$ cat config.mk
export PLATFORM = sky130hd
export DESIGN_NAME = segx_top
export DESIGN_NICKNAME = d
export VERILOG_FILES = /design/src/rtl/segx_pkg.sv /design/src/rtl/segx_range.sv /design/src/rtl/segx_check.sv /design/src/rtl/segx_top.sv
export SDC_FILE = /design/constraint.sdc
export NUM_CORES = 1
export LEC_CHECK = 0
export ABC_AREA = 1
export BUFFER_PORTS_ARGS = -buffer_cell sky130_fd_sc_hd__clkbuf_2
export CORE_MARGIN = 2
export CORE_UTILIZATION = 50
export CTS_BUF_LIST = sky130_fd_sc_hd__clkbuf_16
export DETAILED_ROUTE_END_ITERATION = 7
export GPL_TIMING_DRIVEN = 0
export PLACE_DENSITY = 0.82
export SYNTH_ARGS = -nofsm -noshare
export SYNTH_HDL_FRONTEND = slang
export SYNTH_SLANG_ARGS = --single-unit
$ cat constraint.sdc
create_clock -name clk -period 4.55 [get_ports clk]
set_input_delay 0.91 -clock clk [delete_from_list [all_inputs] [get_ports clk]]
set_output_delay 0.91 -clock clk [all_outputs]
set_load 0.01 [all_outputs]
$ cat src/rtl/segx_pkg.sv
package segx_pkg;
  typedef enum logic [2:0] {
    FLT_NONE   = 3'd0,
    FLT_RANGE  = 3'd1,
    FLT_INVAL  = 3'd2,
    FLT_BOUNDS = 3'd3,
    FLT_PERM   = 3'd4
  } fault_e;

  typedef enum logic [1:0] {
    ACC_RD   = 2'd0,
    ACC_WR   = 2'd1,
    ACC_EX   = 2'd2,
    ACC_RSVD = 2'd3
  } acc_e;

  typedef enum logic [1:0] {
    ST_IDLE = 2'd0,
    ST_FETCH = 2'd1,
    ST_WAIT = 2'd2,
    ST_RESP = 2'd3
  } state_e;
endpackage

$ cat src/rtl/segx_range.sv
module segx_range #(
  parameter int SEG_W = 16
) (
  input  logic [SEG_W-1:0] seg,
  input  logic [SEG_W:0]   tbl_len,
  output logic             legal
);
  // Segment count may equal 2^SEG_W, hence one extra bit on the length.
  assign legal = ({1'b0, seg} < tbl_len);
endmodule

$ cat src/rtl/segx_check.sv
module segx_check
  import segx_pkg::*;
#(
  parameter int PA_W    = 32,
  parameter int OFF_W   = 16,
  parameter int ENTRY_W = 64
) (
  input  logic [ENTRY_W-1:0] entry,
  input  logic [OFF_W-1:0]   off,
  input  logic [1:0]         acc,
  output logic [2:0]         fault,
  output logic [PA_W-1:0]    paddr
);
  localparam int LIM_LSB = PA_W;
  localparam int V_BIT   = PA_W + OFF_W;
  localparam int R_BIT   = V_BIT + 1;
  localparam int W_BIT   = V_BIT + 2;
  localparam int X_BIT   = V_BIT + 3;

  logic [PA_W-1:0]  seg_base;
  logic [OFF_W-1:0] seg_lim;
  logic             allowed;

  assign seg_base = entry[PA_W-1:0];
  assign seg_lim  = entry[LIM_LSB +: OFF_W];

  always_comb begin
    case (acc_e'(acc))
      ACC_RD:  allowed = entry[R_BIT];
      ACC_WR:  allowed = entry[W_BIT];
      ACC_EX:  allowed = entry[X_BIT];
      default: allowed = 1'b0;
    endcase
  end

  always_comb begin
    paddr = '0;
    if (!entry[V_BIT])          fault = FLT_INVAL;
    else if (off >= seg_lim)    fault = FLT_BOUNDS;
    else if (!allowed)          fault = FLT_PERM;
    else begin
      fault = FLT_NONE;
      paddr = seg_base + PA_W'(off);
    end
  end
endmodule

$ cat src/rtl/segx_top.sv
module segx_top
  import segx_pkg::*;
#(
  parameter int SEG_W   = 16,
  parameter int OFF_W   = 16,
  parameter int PA_W    = 32,
  parameter int ENTRY_W = 64
) (
  input  logic               clk,
  input  logic               rst_n,
  input  logic               cfg_load,
  input  logic [PA_W-1:0]    cfg_tbl_base,
  input  logic [SEG_W:0]     cfg_tbl_len,
  input  logic               req_valid,
  output logic               req_ready,
  input  logic [SEG_W-1:0]   req_seg,
  input  logic [OFF_W-1:0]   req_off,
  input  logic [1:0]         req_acc,
  output logic               mem_req_valid,
  input  logic               mem_req_ready,
  output logic [PA_W-1:0]    mem_req_addr,
  input  logic               mem_rsp_valid,
  input  logic [ENTRY_W-1:0] mem_rsp_data,
  output logic               resp_valid,
  input  logic               resp_ready,
  output logic [2:0]         resp_fault,
  output logic [PA_W-1:0]    resp_paddr
);
  localparam int ENT_LG2 = $clog2(ENTRY_W / 8);

  state_e            st_q;
  logic [PA_W-1:0]   tbl_base_q;
  logic [SEG_W:0]    tbl_len_q;
  logic [OFF_W-1:0]  off_q;
  logic [1:0]        acc_q;
  logic [PA_W-1:0]   addr_q;
  logic [2:0]        fault_q;
  logic [PA_W-1:0]   pa_q;

  logic              seg_legal;
  logic [2:0]        chk_fault;
  logic [PA_W-1:0]   chk_pa;
  logic [PA_W-1:0]   ent_addr;

  segx_range #(.SEG_W(SEG_W)) u_range (
    .seg     (req_seg),
    .tbl_len (tbl_len_q),
    .legal   (seg_legal)
  );

  segx_check #(.PA_W(PA_W), .OFF_W(OFF_W), .ENTRY_W(ENTRY_W)) u_check (
    .entry (mem_rsp_data),
    .off   (off_q),
    .acc   (acc_q),
    .fault (chk_fault),
    .paddr (chk_pa)
  );

  assign ent_addr = tbl_base_q + (PA_W'(req_seg) << ENT_LG2);

  always_ff @(posedge clk or negedge rst_n) begin
    if (!rst_n) begin
      tbl_base_q <= '0;
      tbl_len_q  <= '0;
    end else if (cfg_load) begin
      tbl_base_q <= cfg_tbl_base;
      tbl_len_q  <= cfg_tbl_len;
    end
  end

  always_ff @(posedge clk or negedge rst_n) begin
    if (!rst_n) begin
      st_q    <= ST_IDLE;
      off_q   <= '0;
      acc_q   <= '0;
      addr_q  <= '0;
      fault_q <= '0;
      pa_q    <= '0;
    end else begin
      case (st_q)
        ST_IDLE: if (req_valid) begin
          off_q <= req_off;
          acc_q <= req_acc;
          if (seg_legal) begin
            addr_q <= ent_addr;
            st_q   <= ST_FETCH;
          end else begin
            fault_q <= FLT_RANGE;
            pa_q    <= '0;
            st_q    <= ST_RESP;
          end
        end
        ST_FETCH: if (mem_req_ready) st_q <= ST_WAIT;
        ST_WAIT: if (mem_rsp_valid) begin
          fault_q <= chk_fault;
          pa_q    <= chk_pa;
          st_q    <= ST_RESP;
        end
        ST_RESP: if (resp_ready) st_q <= ST_IDLE;
        default: st_q <= ST_IDLE;
      endcase
    end
  end

  assign req_ready     = (st_q == ST_IDLE);
  assign mem_req_valid = (st_q == ST_FETCH);
  assign mem_req_addr  = addr_q;
  assign resp_valid    = (st_q == ST_RESP);
  assign resp_fault    = fault_q;
  assign resp_paddr    = pa_q;

  // one in flight, held result under back-pressure
  p_single_flight_r1: assert property (@(posedge clk) disable iff (!rst_n)
    (resp_valid || mem_req_valid) |-> !req_ready);
  p_resp_hold_r1: assert property (@(posedge clk) disable iff (!rst_n)
    (resp_valid && !resp_ready) |=> (resp_valid && $stable(resp_fault) && $stable(resp_paddr)));
  // out-of-range segment skips the fetch
  p_range_no_fetch_r2: assert property (@(posedge clk) disable iff (!rst_n)
    (req_valid && req_ready && !seg_legal) |=> (!mem_req_valid && resp_valid && resp_fault == 3'd1));
  // fetch request held until taken
  p_fetch_hold_r3: assert property (@(posedge clk) disable iff (!rst_n)
    (mem_req_valid && !mem_req_ready) |=> (mem_req_valid && $stable(mem_req_addr)));
  // faulted responses carry a zero address
  p_fault_zero_pa_r8: assert property (@(posedge clk) disable iff (!rst_n)
    (resp_valid && resp_fault != 3'd0) |-> (resp_paddr == '0));
  // result follows the descriptor by one cycle
  p_resp_after_rsp_r10: assert property (@(posedge clk) disable iff (!rst_n)
    (st_q == ST_WAIT && mem_rsp_valid) |=> resp_valid);
  // only defined codes appear
  p_code_range_r9: assert property (@(posedge clk) disable iff (!rst_n)
    resp_valid |-> (resp_fault <= 3'd4));
endmodule

==> results.toml <==
[synthesis]
netlist-cell-type-count = 42
cell_taking_the_most_area_after_synthesis = "dfrtp_1"
netlist_instances = 1262
synth_nets = 1485
netlist_area_um2 = 9150
seq_area_frac_synth = 0.372
syn_avg_cell_area_um2 = 7.25
synth-edff-count = 0
ys_dominant_reg_cell = "dfrtp_1"
ys_async_sr_fraction = 1.00
yosys_warnings = 0
synth_top_area_share = 0.372
register_bit_total_from_synthesis = 136
synthTopCellsByArea = "dfrtp_1, nand2_1, ha_1, inv_1, mux2_2"

[grt]
grt_remaining_overflow = 0
antenna_found_initial = 0
first_global_vias = 8722
global_route.usage.total = 0.270
global_route_wire_length_before_repair_um = 41500
grt_max_degree = 75

[setup_path]
critPathMaxStageDelay_ns = 0.41
critical_path.max_fanout = 4
arrival_ns = 2.85
worst_setup_path_category = "in2reg"
crit_path_end = "mem_req_addr[21]"
ff2ff_path_depth = 15
crit_required_ns = 4.87
reg_to_reg_slack_setup_ns = 2.30
critical_path.startpoint = "req_seg[0]"
worst_setup_path_start_kind = "input pin"
critPathSlowestCell = "fa_1"
r2r_end = "resp_paddr[20]"
rr_startpoint = "off_q[0]"
cp-end-kind = "flop"
critical_path.cell_chain = "clkbuf_2, ha_1, inv_1, fa_1, o21ai_2, nand2_1, nand2_1, nand2_1, nand2_1, nand2_1, nand2_1, nand2_1, nand3_1, nand2_1"
cell_seen_most_often_among_critical_path_stages = "nand2_1"

[clocking]
cts_tree = "built"
cts_htree_levels = 4
postCtsSetupBuffers = 0
clk_path_buf_depth = 2
clock_transition_at_path_regs_ns = 0.06
cts_repair_resize_count = 0
cts_hold_repair.buffers = 0
cts-buffers-inserted = 17
cts.sink_count = 136
clock_insertion_delay_worst_skew_ns = 0.43
root_buffer = "clkbuf_16"

[floorplanning]
design.die.area_um2 = 19400
initial_core_util = 0.509
die_width_um = 139
core_area_um2 = 18000
io-pin-count = 224
std_cell_rows = 49
die_h_um = 139

[layout]
filler_cell_count = 1657
layout.core_utilization = 0.616
drive_above_1_share = 0.201
register_area_um2 = 3400
areaGrowthSynthToFinish_pct = 20.9
design.final.nets = 1715
antennaDiodeCount = 0
multi_input_comb_area_um2 = 4910

[power_and_ir_drop]
power_leakage_nw = 6.40
power_per_cell_area_nw_per_um2 = 483
ir_worst_vdd_v = 0.000312

[route]
route.detailed.wl_per_inst_um = 14.7
route.vias.total = 8907
drt_iter0_markers = 565
ant_nets = 0
detail_route.first_pass.iterations = 5
route.detailed.drc = 0
postRouteWirelength_um = 25600
vias_cell = 5.14

[place]
post-dp-hpwl_um = 20700
portBuffers = 210
globalplace.congestion = 0.978

[job]
cap_viol_max_count = 0

[timing]
timing.final.setup_violations = 0
worst_slew_pin_slew_ns = 0.628
report.final.slew_viol_count = 0
timing.max_slew.rel_slack = 0.581
finalCritPeriodShare = 0.557
final_hold_vio_count = 0
timing.fmax_mhz = 395
timing.clock.skew_ns = 0.0118
final_period_minus_worst_setup_slack_ns = 2.53
setup_repair_after_global_routing_missed_its_margin = "false"
totalNegativeSetupSlack_ns = 0

[run_status]
status = "completed"

[hold_path]
worst_hold_path_type = "in2async"
==> worst max-delay path: cells and delay by family <==
| family | cells | cell delay [ns] |
|---|---|---|
| and+or+nand+nor | 9 | 0.83 |
| adders and majority gates | 2 | 0.60 |
| AOI/OAI and AO/OA | 1 | 0.27 |
| buffers and inverters | 2 | 0.21 |
==> metal layers <==
metal  track usage  up-vias  routed length (um)  part of all wire
met4         0.122        0                1020             0.040
li1              -     4447                   -                 -
met1         0.335     4073               10700              0.42
met3        0.0458       68                1660             0.065
met5             0        -                   0                 0
met2         0.462      319               12100              0.47
==> worst min path at each step <==
stage	end	depth (start not counted)
detailed placement	resp_paddr[26]	2
global placement	resp_paddr[21]	2
floorplan	tbl_len_q[0]	1
global route	resp_paddr[4]	1
CTS	resp_paddr[3]	1
finish	resp_paddr[4]	1
==> cell families (layout without fill, tap and decap cells) <==
logic type      Yosys count  after routing  synth area share
compound gates          128            128            0.0747
xor+xnor                 29             29            0.0278
fa+ha+maj                69             69            0.0960
buf+inv                 206            449            0.0908
flops                   136            136             0.372
mux                      31             31            0.0382
simple gates            663            663             0.300
==> report_power, final <==
| part | total [W] | internal [W] | switching (W) | leakage [nW] |
|---|---|---|---|---|
| Clock | 0.00129 | 0.000740 | 0.000548 | 0.260 |
| Sequential | 0.00173 | 0.00151 | 0.000219 | 1.71 |
| Combinational | 0.00232 | 0.000880 | 0.00144 | 4.43 |
| Total | 0.00534 | 0.00313 | 0.00221 | 6.40 |
==> cell usage after synthesis (6+ instances only) <==
master,count
nand3b_1,8
nand3_1,65
inv_1,181
o21ai_0,63
clkbuf_1,9
nor3_1,16
buf_6,6
nor2_1,69
xnor2_1,14
nand2_1,470
nand2_2,6
xor2_1,15
a21oi_1,44
ha_1,67
mux2_2,31
dfrtp_1,136
nand4_1,13
==> flip-flops by register name, summed over array words and instances (netlist names) <==
signal        count
mem_req_addr     32
off_q            16
resp_paddr       32
st_q              2
acc_q             2
tbl_base_q       32
resp_fault        3
tbl_len_q        17
==> final cells by class <==
cell class	instances	area share
plain buffers	23	0.0130
clock buffers	17	0.0385
clock inverters	15	0.0102
inverters	183	0.0621
multi-input cells	920	0.444
flip-flops and latches	136	0.308
well taps	229	0.0259
repair buffers	211	0.0983
==> layout by cell type (no fill, tap or decap), types with 6 or more instances in the layout <==
cell type / count
nand4_1: 13
a21oi_1: 44
xnor2_1: 14
mux2_2: 31
buf_6: 6
nand2_1: 470
clkbuf_2: 209
nor3_1: 16
nand2_2: 6
clkbuf_16: 17
o21ai_0: 63
nand3b_1: 8
ha_1: 67
xor2_1: 15
dfrtp_1: 136
clkbuf_1: 9
inv_1: 182
nand3_1: 65
nor2_1: 69
==> metrics by stage <==
stage | cell area, um2 | total power (W) | hold slack, ns | std cells | setup WS (ns)
after floorplan | 9150 | 0.00327 | 0.481 | 1262 | 2.08
after global placement | 10500 | 0.00398 | 0.462 | 1701 | 0.415
after detailed placement | 10500 | 0.00405 | 0.464 | 1702 | 1.61
after CTS | 11100 | 0.00536 | 0.461 | 1734 | 2.07
after global routing | 11100 | 0.00575 | 0.486 | 1734 | 1.80
final | 11100 | 0.00534 | 0.443 | 1734 | 2.02
Power figures use the tool's default switching activity.
